**config.mk**
```make
export PLATFORM = sky130hd
export DESIGN_NAME = cid_mode_ctrl
export DESIGN_NICKNAME = d
export VERILOG_FILES = /design/src/rtl/cid_mode_pkg.sv /design/src/rtl/cid_pd_filter.sv /design/src/rtl/cid_det_sequencer.sv /design/src/rtl/cid_status_gen.sv /design/src/rtl/cid_mode_ctrl.sv
export SDC_FILE = /design/constraint.sdc
export NUM_CORES = 1
export LEC_CHECK = 0
export BUFFER_PORTS_ARGS = -buffer_cell sky130_fd_sc_hd__buf_2
export CAP_MARGIN = 20
export CORE_UTILIZATION = 50
export CTS_BUF_LIST = sky130_fd_sc_hd__clkbuf_16
export DETAILED_ROUTE_END_ITERATION = 10
export HOLD_SLACK_MARGIN = 0.12
export PLACE_DENSITY = 0.68
export REMOVE_ABC_BUFFERS = 1
export SLEW_MARGIN = 20
export SYNTH_ARGS = -nofsm -noshare
export SYNTH_HDL_FRONTEND = slang
export SYNTH_SLANG_ARGS = --single-unit
```
**constraint.sdc**
```tcl
create_clock -name clk -period 3.2 [get_ports clk]
set_input_delay 0.48 -clock clk [delete_from_list [all_inputs] [get_ports clk]]
set_output_delay 0.48 -clock clk [all_outputs]
set_load 0.02 [all_outputs]
```
**src/rtl/cid_mode_pkg.sv**
```systemverilog
package cid_mode_pkg;

  // Quantised power-down level after decoding
  typedef enum logic [1:0] {
    LVL_LOW   = 2'd0,
    LVL_THIRD = 2'd1,
    LVL_HIGH  = 2'd2
  } pd_lvl_e;

  // Detector category chosen from level and hook state
  typedef enum logic [1:0] {
    CAT_NONE     = 2'd0,
    CAT_FSK      = 2'd1,
    CAT_TONE_FSK = 2'd2,
    CAT_RING     = 2'd3
  } det_cat_e;

  // Progress inside the tone-then-FSK category
  typedef enum logic [1:0] {
    PH_TONE  = 2'd0,
    PH_ALERT = 2'd1,
    PH_DATA  = 2'd2
  } seq_phase_e;

  function automatic pd_lvl_e decode_pd(input logic [1:0] code);
    case (code)
      2'b00:   return LVL_LOW;
      2'b01:   return LVL_THIRD;
      default: return LVL_HIGH;
    endcase
  endfunction

  function automatic det_cat_e lookup_cat(input pd_lvl_e lvl, input logic hook);
    case (lvl)
      LVL_LOW:   return hook ? CAT_TONE_FSK : CAT_FSK;
      LVL_THIRD: return CAT_TONE_FSK;
      default:   return hook ? CAT_NONE : CAT_RING;
    endcase
  endfunction

  function automatic logic pulse_in_window(input int unsigned len,
                                           input int unsigned lo,
                                           input int unsigned hi);
    return (len >= lo) && (len <= hi);
  endfunction

endpackage

```
**src/rtl/cid_pd_filter.sv**
```systemverilog
module cid_pd_filter
  import cid_mode_pkg::*;
#(
  parameter int unsigned PULSE_MIN = 18,
  parameter int unsigned PULSE_MAX = 72
) (
  input  logic       clk,
  input  logic       rst_n,
  input  logic [1:0] pd_code,
  output pd_lvl_e    eff_lvl,
  output logic       reinit_pulse
);

  localparam int unsigned SAT_VAL = PULSE_MAX + 1;
  localparam int unsigned CW      = $clog2(SAT_VAL + 1);

  logic [CW-1:0] low_cnt;
  logic          pd_low;
  logic          at_limit;

  assign pd_low   = (decode_pd(pd_code) == LVL_LOW);
  assign at_limit = (low_cnt == CW'(PULSE_MAX));

  always_ff @(posedge clk or negedge rst_n) begin
    if (!rst_n) begin
      low_cnt      <= '0;
      eff_lvl      <= LVL_HIGH;
      reinit_pulse <= 1'b0;
    end else begin
      reinit_pulse <= 1'b0;
      if (pd_low) begin
        if (low_cnt != CW'(SAT_VAL))
          low_cnt <= low_cnt + 1'b1;
        if (at_limit)
          eff_lvl <= LVL_LOW;
      end else begin
        low_cnt      <= '0;
        eff_lvl      <= decode_pd(pd_code);
        reinit_pulse <= pulse_in_window(int'(low_cnt), PULSE_MIN, PULSE_MAX);
      end
    end
  end

endmodule

```
**src/rtl/cid_det_sequencer.sv**
```systemverilog
module cid_det_sequencer
  import cid_mode_pkg::*;
(
  input  logic    clk,
  input  logic    rst_n,
  input  pd_lvl_e eff_lvl,
  input  logic    off_hook,
  input  logic    reinit_pulse,
  input  logic    ring_evt,
  input  logic    cas_evt,
  input  logic    mark_evt,
  output logic    ring_en,
  output logic    cas_en,
  output logic    fsk_en,
  output logic    ring_acc,
  output logic    cas_acc,
  output logic    mark_acc
);

  logic       hook_q;
  det_cat_e   cat;
  seq_phase_e phase;
  logic       tone_cat;

  assign cat      = lookup_cat(eff_lvl, hook_q);
  assign tone_cat = (cat == CAT_TONE_FSK);

  always_comb begin
    ring_en = (cat == CAT_RING);
    cas_en  = tone_cat && (phase != PH_DATA);
    fsk_en  = (cat == CAT_FSK) || (tone_cat && (phase != PH_TONE));
  end

  assign ring_acc = ring_evt & ring_en;
  assign cas_acc  = cas_evt  & cas_en;
  assign mark_acc = mark_evt & fsk_en;

  always_ff @(posedge clk or negedge rst_n) begin
    if (!rst_n) begin
      hook_q <= 1'b0;
      phase  <= PH_TONE;
    end else begin
      hook_q <= off_hook;
      if (reinit_pulse || !tone_cat) begin
        phase <= PH_TONE;
      end else begin
        case (phase)
          PH_TONE:  if (cas_acc)  phase <= PH_ALERT;
          PH_ALERT: if (mark_acc) phase <= PH_DATA;
          PH_DATA:  phase <= PH_DATA;
          default:  phase <= PH_TONE;
        endcase
      end
    end
  end

endmodule

```
**src/rtl/cid_status_gen.sv**
```systemverilog
module cid_status_gen #(
  parameter int unsigned MODE_LOW_CLKS = 35800
) (
  input  logic clk,
  input  logic rst_n,
  input  logic reinit_pulse,
  input  logic ring_acc,
  input  logic cas_acc,
  input  logic mark_acc,
  input  logic irq_ack,
  output logic irq_n,
  output logic mode_o
);

  localparam int unsigned TW = $clog2(MODE_LOW_CLKS + 1);

  logic          irq_q;
  logic          mode_low;
  logic [TW-1:0] tmr;
  logic          any_acc;

  assign any_acc = ring_acc | cas_acc | mark_acc;

  always_ff @(posedge clk or negedge rst_n) begin
    if (!rst_n) begin
      irq_q <= 1'b0;
    end else if (reinit_pulse) begin
      irq_q <= 1'b0;
    end else if (any_acc) begin
      irq_q <= 1'b1;
    end else if (irq_ack) begin
      irq_q <= 1'b0;
    end
  end

  always_ff @(posedge clk or negedge rst_n) begin
    if (!rst_n) begin
      mode_low <= 1'b0;
      tmr      <= '0;
    end else if (reinit_pulse) begin
      mode_low <= 1'b0;
      tmr      <= '0;
    end else if (cas_acc) begin
      mode_low <= 1'b1;
      tmr      <= TW'(MODE_LOW_CLKS);
    end else if (ring_acc || mark_acc) begin
      mode_low <= 1'b0;
      tmr      <= '0;
    end else if (mode_low) begin
      if (tmr == TW'(1)) begin
        mode_low <= 1'b0;
        tmr      <= '0;
      end else begin
        tmr <= tmr - 1'b1;
      end
    end
  end

  assign irq_n  = ~irq_q;
  assign mode_o = ~mode_low;

endmodule

```
**src/rtl/cid_mode_ctrl.sv**
```systemverilog
module cid_mode_ctrl
  import cid_mode_pkg::*;
#(
  parameter int unsigned PULSE_MIN     = 18,
  parameter int unsigned PULSE_MAX     = 72,
  parameter int unsigned MODE_LOW_CLKS = 35800
) (
  input  logic       clk,
  input  logic       rst_n,
  input  logic [1:0] pd_code,
  input  logic       off_hook,
  input  logic       ring_evt,
  input  logic       cas_evt,
  input  logic       mark_evt,
  input  logic       irq_ack,
  output logic       ring_en,
  output logic       cas_en,
  output logic       fsk_en,
  output logic       irq_n,
  output logic       mode_o
);

  // Named internal events, also observed by the bound checker
  pd_lvl_e eff_lvl;
  logic    reinit_pulse;
  logic    ring_acc;
  logic    cas_acc;
  logic    mark_acc;

  cid_pd_filter #(
    .PULSE_MIN (PULSE_MIN),
    .PULSE_MAX (PULSE_MAX)
  ) u_filter (
    .clk          (clk),
    .rst_n        (rst_n),
    .pd_code      (pd_code),
    .eff_lvl      (eff_lvl),
    .reinit_pulse (reinit_pulse)
  );

  cid_det_sequencer u_seq (
    .clk          (clk),
    .rst_n        (rst_n),
    .eff_lvl      (eff_lvl),
    .off_hook     (off_hook),
    .reinit_pulse (reinit_pulse),
    .ring_evt     (ring_evt),
    .cas_evt      (cas_evt),
    .mark_evt     (mark_evt),
    .ring_en      (ring_en),
    .cas_en       (cas_en),
    .fsk_en       (fsk_en),
    .ring_acc     (ring_acc),
    .cas_acc      (cas_acc),
    .mark_acc     (mark_acc)
  );

  cid_status_gen #(
    .MODE_LOW_CLKS (MODE_LOW_CLKS)
  ) u_status (
    .clk          (clk),
    .rst_n        (rst_n),
    .reinit_pulse (reinit_pulse),
    .ring_acc     (ring_acc),
    .cas_acc      (cas_acc),
    .mark_acc     (mark_acc),
    .irq_ack      (irq_ack),
    .irq_n        (irq_n),
    .mode_o       (mode_o)
  );

endmodule

```
; ---- Yosys cells after proc, flatten, opt, wreduce, memory -nomap -nowiden
; Cells that the tools add are included.
[word_totals]
ff_bits = 31
input_bits = 9
out_inout_bits = 5
word_cells = 75
[classes]
add_sub_neg = 2
n_lt_le_gt_ge = 2
eq_ne = 15
mux = 26
bitwise_logic = 7
reduce_logical = 15
[ops]
columns = operator, n
row1 = 16-bit 2-to-1 mux, 5
row2 = "16-bit by 1-bit == test with 1-bit output, second input constant", 1
row3 = "16-bit by 1-bit subtractor with 16-bit output, second input constant", 1
row4 = 2-bit 2-to-1 mux, 7
row5 = 7-bit 2-to-1 mux, 2
row6 = 1-bit 2-to-1 mux, 9
row7 = "2-bit by 1-bit == test with 1-bit output, second input constant", 4
row8 = 2-bit zero test, 4
row9 = 2-bit one-hot mux with 2 select lines, 2
row10 = "7-bit by 1-bit adder with 7-bit output, second input constant", 1
row11 = "7-bit == test, second input constant", 1
row12 = "7-bit by 5-bit >= comparator with 1-bit output, second input constant", 1
row13 = "7-bit less-or-equal comparator, second input constant", 1
row14 = "7-bit != test, second input constant", 1
row15 = "2-bit == test, second input constant", 3
row16 = "2-bit != test, second input constant", 3
row17 = "3-bit by 1-bit != test with 1-bit output, second input constant", 2
row18 = 2-bit one-hot mux with 3 select lines, 1
row19 = 4-bit nonzero test, 1
row20 = 1-bit bitwise AND, 3
row21 = 1-bit logical AND, 3
row22 = 1-bit logical OR, 3
row23 = 3-bit nonzero test, 1
row24 = 1-bit inverter, 2
row25 = 4 further kinds, 5

; ---- Logic depth before layout (Yosys ltp)
; Gate-level depths: netlist of run 1.
[logic_depth]
depth_word = 10
mapped_depth = 7

; ---- Hierarchy
; From an unflattened synthesis of run 1, not the netlist that was laid out.
[hier_totals]
cells_unflattened = 202
area_unflattened_um2 = 1873.0
[modules_own_cells]
columns = mod, n_inst, cells_each, area_per_inst_um2, seq_area_each_um2
row1 = cid_status_gen, 1, 117, 1067.3, 450.4
row2 = cid_pd_filter, 1, 57, 561.8, 251.5
row3 = cid_det_sequencer, 1, 28, 244.0, 75.1

; ---- Worst setup path before layout of run 1
; OpenSTA, ideal clock, no wires.
[synth_path]
path_kind = reg2reg
start = register u_status.tmr[0]
end = register u_status.tmr[12]
arrival_ps = 1960
t_required_ps = 3122
path_slack_ps = 1162
stages_incl_launch_ff = 7
path_buffers = 0
period_less_slack_ps = 2038
cell_sequence = dfrtp_1 > inv_1 > ha_1 > or4b_4 > or3_1 > or4_1 > a21oi_1
[synth_between]
elab_chain_cells = 6
word_cells_on_any_way = 7
cone_classes = 1 x add/sub / 1 x eq/ne / 5 x mux
[synth_rtl]
columns = element, line
row1 = start: declaration, cid_status_gen.sv:19  ; logic [TW-1:0] tmr;
row2 = start signal: assignment, cid_status_gen.sv:45  ; tmr <= TW'(MODE_LOW_CLKS);
row3 = start signal: assignment, cid_status_gen.sv:54  ; tmr <= tmr - 1'b1;
row4 = 16-bit by 1-bit subtractor with 16-bit output or 16-bit by 1-bit == test with 1-bit output (tied branches), "cid_status_gen.sv:54, cid_status_gen.sv:50"
row5 = 16-bit 2-to-1 mux (*), cid_status_gen.sv:50  ; if (tmr == TW'(1)) begin
row6 = 16-bit 2-to-1 mux (*), cid_status_gen.sv:49  ; end else if (mode_low) begin
row7 = 16-bit 2-to-1 mux (*), cid_status_gen.sv:46  ; end else if (ring_acc || mark_acc) begin
row8 = 16-bit 2-to-1 mux (*), cid_status_gen.sv:43  ; end else if (cas_acc) begin
row9 = 16-bit 2-to-1 mux (*), cid_status_gen.sv:40  ; end else if (reinit_pulse) begin
; Mark *: on every way between the ends. The rest lies on a longest branch, timed or not. The select of a mux whose other input is x is not followed.
; A chain may end at the register's enable or synchronous reset.

; ---- Worst setup path in the final report of run 1
; Same ends and word-level chain as after synthesis.

==> summary.txt, run 1 <==
Power and ir drop
  – PD cells: 609.6 nW/um^2
  – Max IR drop VDD: 0.0003413 V
  – Leak: 0.9018 nW

Die
  – Starting Density: 0.5433
  – Die span in x: around 63 um
  – Core area: 3468 um^2
  – Row Count: 21
  – Die area: 4018 um^2
  – I/O Pins: 14
  – Chip height: 63.39 um

Worst setup path
  – Crit path kind: reg2reg
  – Crit path launch type: register
  – Critical path fanouts, max: 6
  – Crit path DAT: 2.36 ns
  – CP Capture Type: register
  – Critical Path RT: 3.40 ns

Global routing
  – First-pass GRT wire length: 7231 um
  – Via count of the first global-routing pass: approximately 1,700
  – Largest net degree at the start of global routing: 32
  – GRT Overall Usage: 0.2302
  – Antenna violations before repair: 0
  – GRT overflow: 0

Timing
  – Final TNS setup: 0 ns
  – Final period util: 0.6759
  – Final Hold Violating Endpoints: 0
  – RSZ-0062 raised after global routing: false
  – Final min period: 2.163 ns
  – Worst-margin pin slew: 0.7780 ns
  – Relative slew slack: 0.4782
  – Final setup fails: 0
  – Fmax: about 0.46 GHz
  – Final Max Slew Viols: 0
  – Worst setup margin: 1.037 ns
  – Clock skew: a little under 0.007 ns

Finish
  – Fraction of layout cells with a size suffix above 1: 0.1211
  – Final std cells w/o fill: 269
  – Fillers: 312
  – Core Util, Final: 0.6097
  – Final instance area: around 2100 um^2
  – Antenna diode count: 0
  – Nets@finish: 241
  – Area Overhead vs Synth: 12.22%

Min path
  – Hold WC Path Type: in2async

Detailed routing
  – Met2 wire len: ~2100 um
  – Routed WL per cell: 15.07 um
  – ANT nets after route: 0
  – Top Layer Used: met4
  – Number of remaining DRC errors: 0
  – WL met3: 165 um
  – DR vias/cell: roughly 6
  – Pre-Repair DR Iteration Count: 4
  – Vias: 1,622
  – Initial drt markers: 131
  – Met1 Wirelength: 1747 um
  – Routed WL: 4054 um

Placed design
  – RD Place Congestion: 0.8630
  – DP Area: between 1500 and 2000 um^2
  – PortBufs: 13
  – Post-DP HPWL: between 2000 and 3000 um
  – Dpl cells: 262
  – Dpl ws: 1.054 ns

Logic synthesis
  – Post-synth cell types: 44
  – Ys async rst share: 1.000
  – Synthesized area: 1884 um^2
  – Synth warnings: 0
  – EDFF count, synth: 0
  – Seq/Total Area, Yosys: 0.4124
  – Top FF cell, synth: dfrtp_1
  – FF+latch count, synth: 31
  – Syn avg cell area: 8.973 um^2
  – Post-synthesis cell count: 210

Clock network
  – Cts hold-fix bufs: 0
  – Num Clock Sinks: 31
  – Clk pin slew, worst setup/hold paths: 0.05 ns
  – Deepest clock path buffer count: 2
  – TritonCTS clock tree: done
  – Root Buffer: clkbuf_16
  – Clk_lat worst skew: 0.27 ns
  – H-tree depth: 2
  – Post-CTS resize count: 0
  – Post-CTS Setup Bufs: 0
  – Cts bufs inserted: 5

Status
  – Status: finished, final reports clean

Job
  – Max Cap Viol: 0
## through the flow
step / hold slack, ns / power (mW)
finish: 0.2586 / 1.289
global route: 0.3052 / 1.375
CTS: 0.2785 / 1.299
detailed placement: 0.5479 / 0.8565
global placement: 0.5244 / 0.8409
floorplan: 0.1844 / 0.7636
## cell type report
cell class / count / area (um^2) / area share
Timing Repair Buffer: 13 / 65.06 / 0.03077
Inverter: 16 / 60.06 / 0.02840
Clock inverter: 2 / 8.758 / 0.004142
Sequential cell: 31 / 777.0 / 0.3675
Clock buffer: 5 / 125.1 / 0.05917
Tap cell: 46 / 57.56 / 0.02722
Multi-Input combinational cell: 156 / 1021 / 0.4828
## state kept, by name (all words and copies together), names as in the netlist
name                   count
u_seq.phase                2
u_status.irq_q             1
u_status.tmr              16
u_filter.low_cnt           7
u_filter.reinit_pulse      1
u_status.mode_low          1
u_seq.hook_q               1
u_filter.eff_lvl           2
## per-layer routing
layer / vias to the layer above / GRT usage
met4: 0 / 0.1108
met5: - / 0
li1: 791 / -
met2: 39 / 0.3989
met1: 786 / 0.2609
met3: 6 / 0.05797
## logic make-up (layout without fill, tap and decap cells)
| group | Yosys count | count (layout) | share of synthesized area |
|---|---|---|---|
| AO/OA/AOI/OAI | 51 | 51 | 0.1733 |
| XOR/XNOR | 6 | 6 | 0.02789 |
| adder cells (fa/ha/maj) | 9 | 9 | 0.05976 |
| buffers and inverters | 23 | 36 | 0.04582 |
| flip-flops | 31 | 31 | 0.4124 |
| multiplexers | 8 | 8 | 0.04250 |
| AND/OR/NAND/NOR | 82 | 82 | 0.2384 |
## path summary, 6_finish.rpt
kind                                           from                  end  slack (ns)  cells after the start
min in group clk                           off_hook         u_seq.hook_q        0.32                      1
worst max register to register      u_status.tmr[0]     u_status.tmr[12]        1.04                      6
worst min-delay path                          rst_n     u_status.tmr[12]        0.26                      1
worst min register to register  u_filter.eff_lvl[0]  u_filter.eff_lvl[0]        0.55                      2
worst max-delay path                u_status.tmr[0]     u_status.tmr[12]        1.04                      6
max in group asynchronous                     rst_n       u_seq.phase[0]        2.49                      1
## cells in the mapped netlist (2+ instances only)
cell type / instances / share of area
xor2_1: 2 / 0.0093
nor4_2: 2 / 0.013
or3_1: 2 / 0.0066
or4_1: 5 / 0.020
a21oi_1: 18 / 0.048
dfrtp_1: 30 / 0.40
ha_1: 9 / 0.060
o22ai_1: 7 / 0.023
inv_1: 16 / 0.032
nand4b_1: 2 / 0.0093
xnor2_1: 4 / 0.019
nor2b_1: 3 / 0.010
nor3_1: 7 / 0.019
o21ai_0: 5 / 0.013
clkbuf_1: 7 / 0.014
nor2_1: 23 / 0.046
o211ai_1: 7 / 0.028
nand2_1: 12 / 0.024
and3_1: 2 / 0.0066
nand3_1: 9 / 0.024
a31oi_1: 3 / 0.010
nand4_1: 3 / 0.010
nor4_1: 4 / 0.013
mux2i_1: 8 / 0.042
## power breakdown
part | switching, mW | internal, mW | leakage [nW]
clock | 0.155 | 0.278 | 0.0671
combinational | 0.174 | 0.129 | 0.444
sequential | 0.101 | 0.452 | 0.390
## cell usage in the layout (no fill, tap or decap), types with 5 or more instances in the layout
master	count
mux2i_1	8
a21oi_1	18
nand2_1	12
o21ai_0	5
buf_2	13
inv_1	16
ha_1	9
dfrtp_1	30
nor3_1	7
nand3_1	9
o211ai_1	7
clkbuf_16	5
nor2_1	23
o22ai_1	7
or4_1	5
## worst max-delay path: stages, from the launching register on
cell,delay (ns)
dfrtp_1,0.43
inv_1,0.10
ha_1,0.18
or4b_4,0.49
or3_1,0.33
or4_1,0.41
a21oi_1,0.15
No activity file was read; power rests on OpenSTA's default activity.
==> inputs of run 2 (changes only) <==
==> constraint.sdc (replaced) <==
create_clock -name clk -period 2.05 [get_ports clk]
set_input_delay 0.3075 -clock clk [delete_from_list [all_inputs] [get_ports clk]]
set_output_delay 0.3075 -clock clk [all_outputs]
set_load 0.02 [all_outputs]
==> run 2 against run 1 <==
Die area unchanged. Core utilization grew 4.8 points. Critical endpoint unchanged. Sequential power rose by 53%. Clock power is 91% higher. Highest routed layer unchanged. Largest power group unchanged.
==> summary.txt, run 2 (synthesis results as in run 1) <==
Worst setup path
  – Crit path kind: reg2reg
  – Critical Path RT: 2.25 ns (-1.15 ns)
  – Crit path DAT: 2.21 ns (-0.15 ns)
  – Buf/Inv on CP: 1 (unchanged)
  – CP peak stage delay: 0.45 ns (-0.04 ns)
  – Kind of cell adding the most delay to the critical path: simple AND/OR/NAND/NOR gates
  – Slowest cell on the critical path: or4b_4
  – Critical path fanouts, max: 3 (-3)
  – CP Capture Type: register
  – Reg-to-Reg End: u_status.tmr[12]
  – R2r worst-path depth: 6 (unchanged)
  – Worst path cell trace: inv_2, ha_4, or4b_4, or3_1, or4_1, a21oi_2
  – Reg2Reg Setup Slack: 0.04 ns (-1.00 ns)
  – Crit path launch type: register
  – Worst r2r src: u_status.tmr[1]

Clock network
  – Deepest clock path buffer count: 2 (unchanged)
  – Root Buffer: clkbuf_16
  – Num Clock Sinks: 31 (unchanged)
  – Clk_lat worst skew: 0.27 ns (about the same)
  – Clk pin slew, worst setup/hold paths: 0.05 ns (about the same)
  – TritonCTS clock tree: done
  – H-tree depth: 2 (unchanged)
  – Cts bufs inserted: 5 (unchanged)

Timing
  – Final Hold Violating Endpoints: 0 (unchanged)
  – Fin Hold WS: 0.1409 ns (-0.1177 ns)
  – Fmax: 0.4977 GHz (+7.6%)
  – RSZ-0062 raised after global routing: true
  – Final Max Slew Viols: 0 (unchanged)
  – Final TNS setup: 0 ns (unchanged)
  – Final period util: 0.9801 (+0.3042)
  – Worst-margin pin slew: 0.6899 ns (-0.08810 ns)
  – Clock skew: 0.006164 ns (-0.0006608 ns)
  – Relative slew slack: 0.5401 (+0.06186)
  – Final min period: 2.009 ns (-0.1535 ns)
  – Final setup fails: 0 (unchanged)

Finish
  – Final std cells w/o fill: 284 (+5.6%)
  – Nets@finish: 255 (+5.8%)
  – Fillers: 297 (-4.8%)
  – Largest registers: u_status.tmr (16), u_filter.low_cnt (7)
  – Core Util, Final: 0.6576 (+0.04798)
  – Top reg by flops: u_status.tmr
  – Antenna diode count: 0 (unchanged)
  – Number of flip-flops under the largest register name: 16 (unchanged)
  – Most frequent cells in the layout: dfrtp_1, nor2_1, a21oi_1
  – Fraction of layout cells with a size suffix above 1: 0.1933 (+0.07220)
  – Area Overhead vs Synth: 21.05%
  – Most common cell after layout, fill and taps aside: dfrtp_1

Detailed routing
  – Pre-Repair DR Iteration Count: 4 (unchanged)
  – ANT nets after route: 0 (unchanged)
  – DR vias/cell: 5.989 (-0.67%)
  – Number of remaining DRC errors: 0 (unchanged)
  – Routed WL per cell: 14.85 um (-1.5%)
  – Initial drt markers: 105 (-20%)
  – Vias: 1,701 (+4.9%)
  – Routed WL: 4216 um (+4.0%)

Power and ir drop
  – Leak: 0.9813 nW (+8.8%)
  – Clock network fraction of design power: 0.366 (+0.030)
  – Sequential power share: 0.376 (-0.053)
  – Switching portion of total power: 0.3163 (-0.01643)
  – Internal Power: 1.541 mW (+79%)
  – Max IR drop VDD: 0.0006442 V (+89%)
  – Switching Power: 0.7132 mW (+66%)
  – Combinational Power Share: 0.258 (+0.023)
  – PD cells: 988.5 nW/um^2 (+62%)

Global routing
  – First-pass GRT wire length: 7465 um (+3.2%)
  – Via count of the first global-routing pass: 1,640 (-1.6%)
  – Antenna violations before repair: 0 (unchanged)
  – GRT overflow: 0 (unchanged)
  – GRT Overall Usage: 0.2401 (+0.009885)
  – Largest net degree at the start of global routing: 32 (unchanged)

Die
  – I/O Pins: 14 (unchanged)
  – Chip height: 63.39 um (unchanged)
  – Die span in x: 63.39 um (unchanged)
  – Core area: 3468 um^2 (unchanged)
  – Die area: 4018 um^2 (unchanged)
  – Starting Density: 0.5433 (unchanged)
  – Row Count: 21 (unchanged)

Status
  – Status: finished, final reports clean

Min path
  – Hold Path Depth: 1
  – Hold path startpoint: off_hook
  – Hold WC Path Type: in2reg
  – WHS Endpoint: u_seq.hook_q

Placed design
  – PortBufs: 13 (unchanged)
  – RD Place Congestion: 0.8367 (-3.0%)
  – Post-DP HPWL: 3076 um (+7.3%)
  – Dpl cells: 275 (+5.0%)

Job
  – Max Cap Viol: 0 (unchanged)
-- run 2: power groups by stage --
stage                     Sequential (mW)  Clock [mW]  Combinational [mW]
after global placement              0.844           0               0.526
after global routing                0.868       0.865               0.659
after detailed placement            0.852           0               0.552
after floorplan                     0.825           0               0.367
after CTS                           0.842       0.838               0.563
final                               0.847       0.825               0.582
-- run 2: final cells by class --
| type | instances | area (um^2) | area share |
|---|---|---|---|
| Clock inverter | 3 | 38.79 | 0.01700 |
| Clock buffer | 5 | 125.1 | 0.05485 |
| Tap cell | 46 | 57.56 | 0.02523 |
| Multi-Input combinational cell | 156 | 1050 | 0.4602 |
| Sequential cell | 31 | 777.0 | 0.3406 |
| Inverter | 16 | 60.06 | 0.02633 |
| Timing Repair Buffer | 27 | 172.7 | 0.07570 |
-- run 2: metrics by stage --
stage / instance area (um^2) / worst slack [ns] / power [mW]
final: 2281 / 0.04080 / 2.255
after CTS: 2255 / -0.01344 / 2.243
after global placement: 2078 / 0.05963 / 1.371
after global routing: 2281 / -0.01232 / 2.392
after floorplan: 1858 / 0.01108 / 1.192
after detailed placement: 2078 / -0.01903 / 1.404
-- run 2: worst max path at each step --
stage	start	end	slack, ns	cells after the start
final	u_status.tmr[1]	u_status.tmr[12]	0.04	6
after detailed placement	u_status.tmr[0]	u_status.tmr[12]	-0.02	6
after floorplan	u_status.tmr[0]	u_status.tmr[12]	0.01	6
after global placement	u_status.tmr[0]	u_status.tmr[12]	0.06	6
after CTS	u_status.tmr[0]	u_status.tmr[12]	-0.01	6
after global routing	u_status.tmr[0]	u_status.tmr[13]	-0.01	6
-- run 2: per-layer routing --
metal  global-route usage  vias up  routed length, um
li1                     -      827                  -
met1               0.2804      829               1842
met2               0.4255       34               2155
met3              0.04529       11                115
met4              0.09943        0                102
met5                    0        -                  0
-- run 2: repair_timing --
action                                 in CTS  in global routing
setup endpoints to repair                   1                  8
gates cloned                                0                  0
buffers inserted                            0                  0
endpoints found under the hold margin      30                  0
pin swaps                                   1                  1
hold buffers                                1                  0
resized for setup                           1                  6
==> inputs of run 3 (changes only) <==
--- a/config.mk
+++ b/config.mk
@@ -8,9 +8,8 @@
 export BUFFER_PORTS_ARGS = -buffer_cell sky130_fd_sc_hd__buf_2
 export CAP_MARGIN = 20
 export CORE_UTILIZATION = 50
-export CTS_BUF_LIST = sky130_fd_sc_hd__clkbuf_16
 export DETAILED_ROUTE_END_ITERATION = 10
-export HOLD_SLACK_MARGIN = 0.12
+export GPL_TIMING_DRIVEN = 0
 export PLACE_DENSITY = 0.68
 export REMOVE_ABC_BUFFERS = 1
 export SLEW_MARGIN = 20
==> run 3 against run 2 <==
The flow now finishes with violations (setup timing). Core utilization down 2.2 points. Routed wire length down 2.0%. Global-route usage down 1.1 points. Critical path depth unchanged. First-iteration DRC count up 54%. Cell area down 3.3%. Cell count down 2.1%. Clock power down 46%. Largest power group unchanged.
==> summary.txt, run 3 (synthesis results as in run 1) <==
Clock network
  – Clk pin slew, worst setup/hold paths: 0.06 ns (about the same)
  – Cts hold-fix bufs: 0 (-1)
  – TritonCTS clock tree: done
  – H-tree depth: 2 (unchanged)
  – Root Buffer: clkbuf_8
  – Clk_lat worst skew: 0.28 ns (about the same)
  – Deepest clock path buffer count: 2 (unchanged)
  – Cts bufs inserted: 5 (unchanged)
  – Num Clock Sinks: 31 (unchanged)

Power and ir drop
  – Internal Power: 1.216 mW (-21%)
  – Leak: 0.9187 nW (-6.4%)
  – Switching Power: 0.6902 mW (-3.2%)
  – Combinational Power Share: 0.309 (+0.051)
  – Switching portion of total power: 0.3620 (+0.04568)
  – Clock network fraction of design power: 0.235 (-0.131)
  – Sequential power share: 0.456 (+0.080)
  – Tot Pwr: 1.906 mW (-15%)
  – PD cells: 864.8 nW/um^2 (-13%)
  – Max IR drop VDD: 0.0004497 V (-30%)

Finish
  – Core Util, Final: 0.6356 (-0.02201)
  – Top reg by flops: u_status.tmr
  – Fraction of layout cells with a size suffix above 1: 0.2112 (+0.01793)
  – Nets@finish: 249 (-2.4%)
  – Number of flip-flops under the largest register name: 16 (unchanged)
  – Most frequent cells in the layout: dfrtp_1, nor2_1, a21oi_1
  – Most common cell after layout, fill and taps aside: dfrtp_1
  – Area Overhead vs Synth: 17.00%
  – Largest registers: u_status.tmr (16), u_filter.low_cnt (7)
  – Antenna diode count: 0 (unchanged)

Global routing
  – Via count of the first global-routing pass: 1,694 (+3.3%)
  – Antenna violations before repair: 0 (unchanged)
  – First-pass GRT wire length: 7127 um (-4.5%)
  – Largest net degree at the start of global routing: 32 (unchanged)
  – GRT overflow: 0 (unchanged)
  – GRT Overall Usage: 0.2287 (-0.01137)

Placed design
  – Post-DP HPWL: 2867 um (-6.8%)
  – Dpl ws: -0.2122 ns (-0.1932 ns)
  – PortBufs: 13 (unchanged)
  – RD Place Congestion: 0.8438 (+0.85%)

Die
  – Row Count: 21 (unchanged)
  – Die area: 4018 um^2 (unchanged)
  – I/O Pins: 14 (unchanged)
  – Chip height: 63.39 um (unchanged)
  – Core area: 3468 um^2 (unchanged)
  – Starting Density: 0.5433 (unchanged)
  – Die span in x: 63.39 um (unchanged)

Worst setup path
  – CP Capture Type: register
  – Crit path kind: reg2reg
  – Reg2Reg Setup Slack: -0.03 ns (-0.07 ns)
  – Crit path DAT: 2.28 ns (+0.07 ns)
  – Critical Path RT: 2.26 ns (about the same)
  – Crit path launch type: register
  – Critical path fanouts, max: 2 (-1)

Timing
  – Clock skew: 0.006070 ns (-0.00009415 ns)
  – Final TNS setup: -0.02881 ns (-0.02881 ns)
  – Worst-margin pin slew: 0.6877 ns (-0.002216 ns)
  – Final setup fails: 1 (+1)
  – Worst setup margin: -0.02881 ns (-0.06961 ns)
  – Final Hold Violating Endpoints: 0 (unchanged)
  – Fmax: 0.4810 GHz (-3.3%)
  – Final Max Slew Viols: 0 (unchanged)
  – Final min period: 2.079 ns (+0.06961 ns)
  – Final period util: 1.014 (+0.03395)
  – Relative slew slack: 0.5416 (+0.001478)
  – Fin Hold WS: 0.06497 ns (-0.07590 ns)
  – RSZ-0062 raised after global routing: true

Detailed routing
  – DR vias/cell: 6.011 (+0.36%)
  – Number of remaining DRC errors: 0 (unchanged)
  – Initial drt markers: 162 (+54%)
  – Pre-Repair DR Iteration Count: 4 (unchanged)
  – Routed WL per cell: 14.86 um (+0.12%)
  – Routed WL: 4132 um (-2.0%)
  – ANT nets after route: 0 (unchanged)
  – Vias: 1,671 (-1.8%)

Job
  – Max Cap Viol: 0 (unchanged)

Status
  – Failing checks: setup timing
  – Status: finished, violations left

Min path
  – Hold WC Path Type: in2async
[run 3: power groups by stage]
stage	combinational, mW	clock [mW]	sequential [mW]
after floorplan	0.367	0	0.825
after CTS	0.547	0.463	0.842
after global routing	0.653	0.498	0.885
final	0.588	0.449	0.869
after detailed placement	0.467	0	0.864
after global placement	0.456	0	0.855
[run 3: final cells by class]
type,count,area [um^2]
clock buffers,7,76.32
inverters,16,60.06
flip-flops and latches,31,778.2
clock inverters,1,5.005
multi-input cells,156,1102
fillers,311,1264
well taps,46,57.56
repair buffers,21,125.1
[run 3: critical path, stage by stage (launching register included)]
cell	delay [ns]
dfrtp_1	0.39
inv_2	0.09
ha_4	0.14
or4b_4	0.47
or3_4	0.35
or4_4	0.42
a21oi_2	0.14
[run 3: per-layer routing]
layer | share of wire | global-route usage | vias to the layer above
li1 | - | - | 805
met1 | 0.44 | 0.2497 | 822
met2 | 0.51 | 0.4056 | 32
met3 | 0.025 | 0.05616 | 12
met4 | 0.022 | 0.1165 | 0
met5 | 0 | 0 | -
[run 3: worst paths after layout]
path	startpoint	end	depth (start not counted)
max in group asynchronous	rst_n	u_status.tmr[0]	1
min in group clk	off_hook	u_seq.hook_q	1
worst min register to register	u_filter.eff_lvl[0]	u_filter.eff_lvl[0]	2
worst max-delay path	u_status.tmr[1]	u_status.tmr[12]	6
worst max register to register	u_status.tmr[1]	u_status.tmr[12]	6
worst min-delay path	rst_n	u_status.tmr[10]	1
[run 3: through the flow]
stage               std cells  instance area [um^2]
finish                    278                  2205
global route              278                  2205
CTS                       276                  2137
detailed placement        262                  1981
global placement          262                  1981
floorplan                 203                  1858
[run 3: what timing repair did]
action                                 4_1_cts  5_1_grt
endpoints found under the hold margin        0        0
resized for setup                            9       10
buffers inserted                             6        2
setup endpoints to repair                    3       16
pin swaps                                    3        1
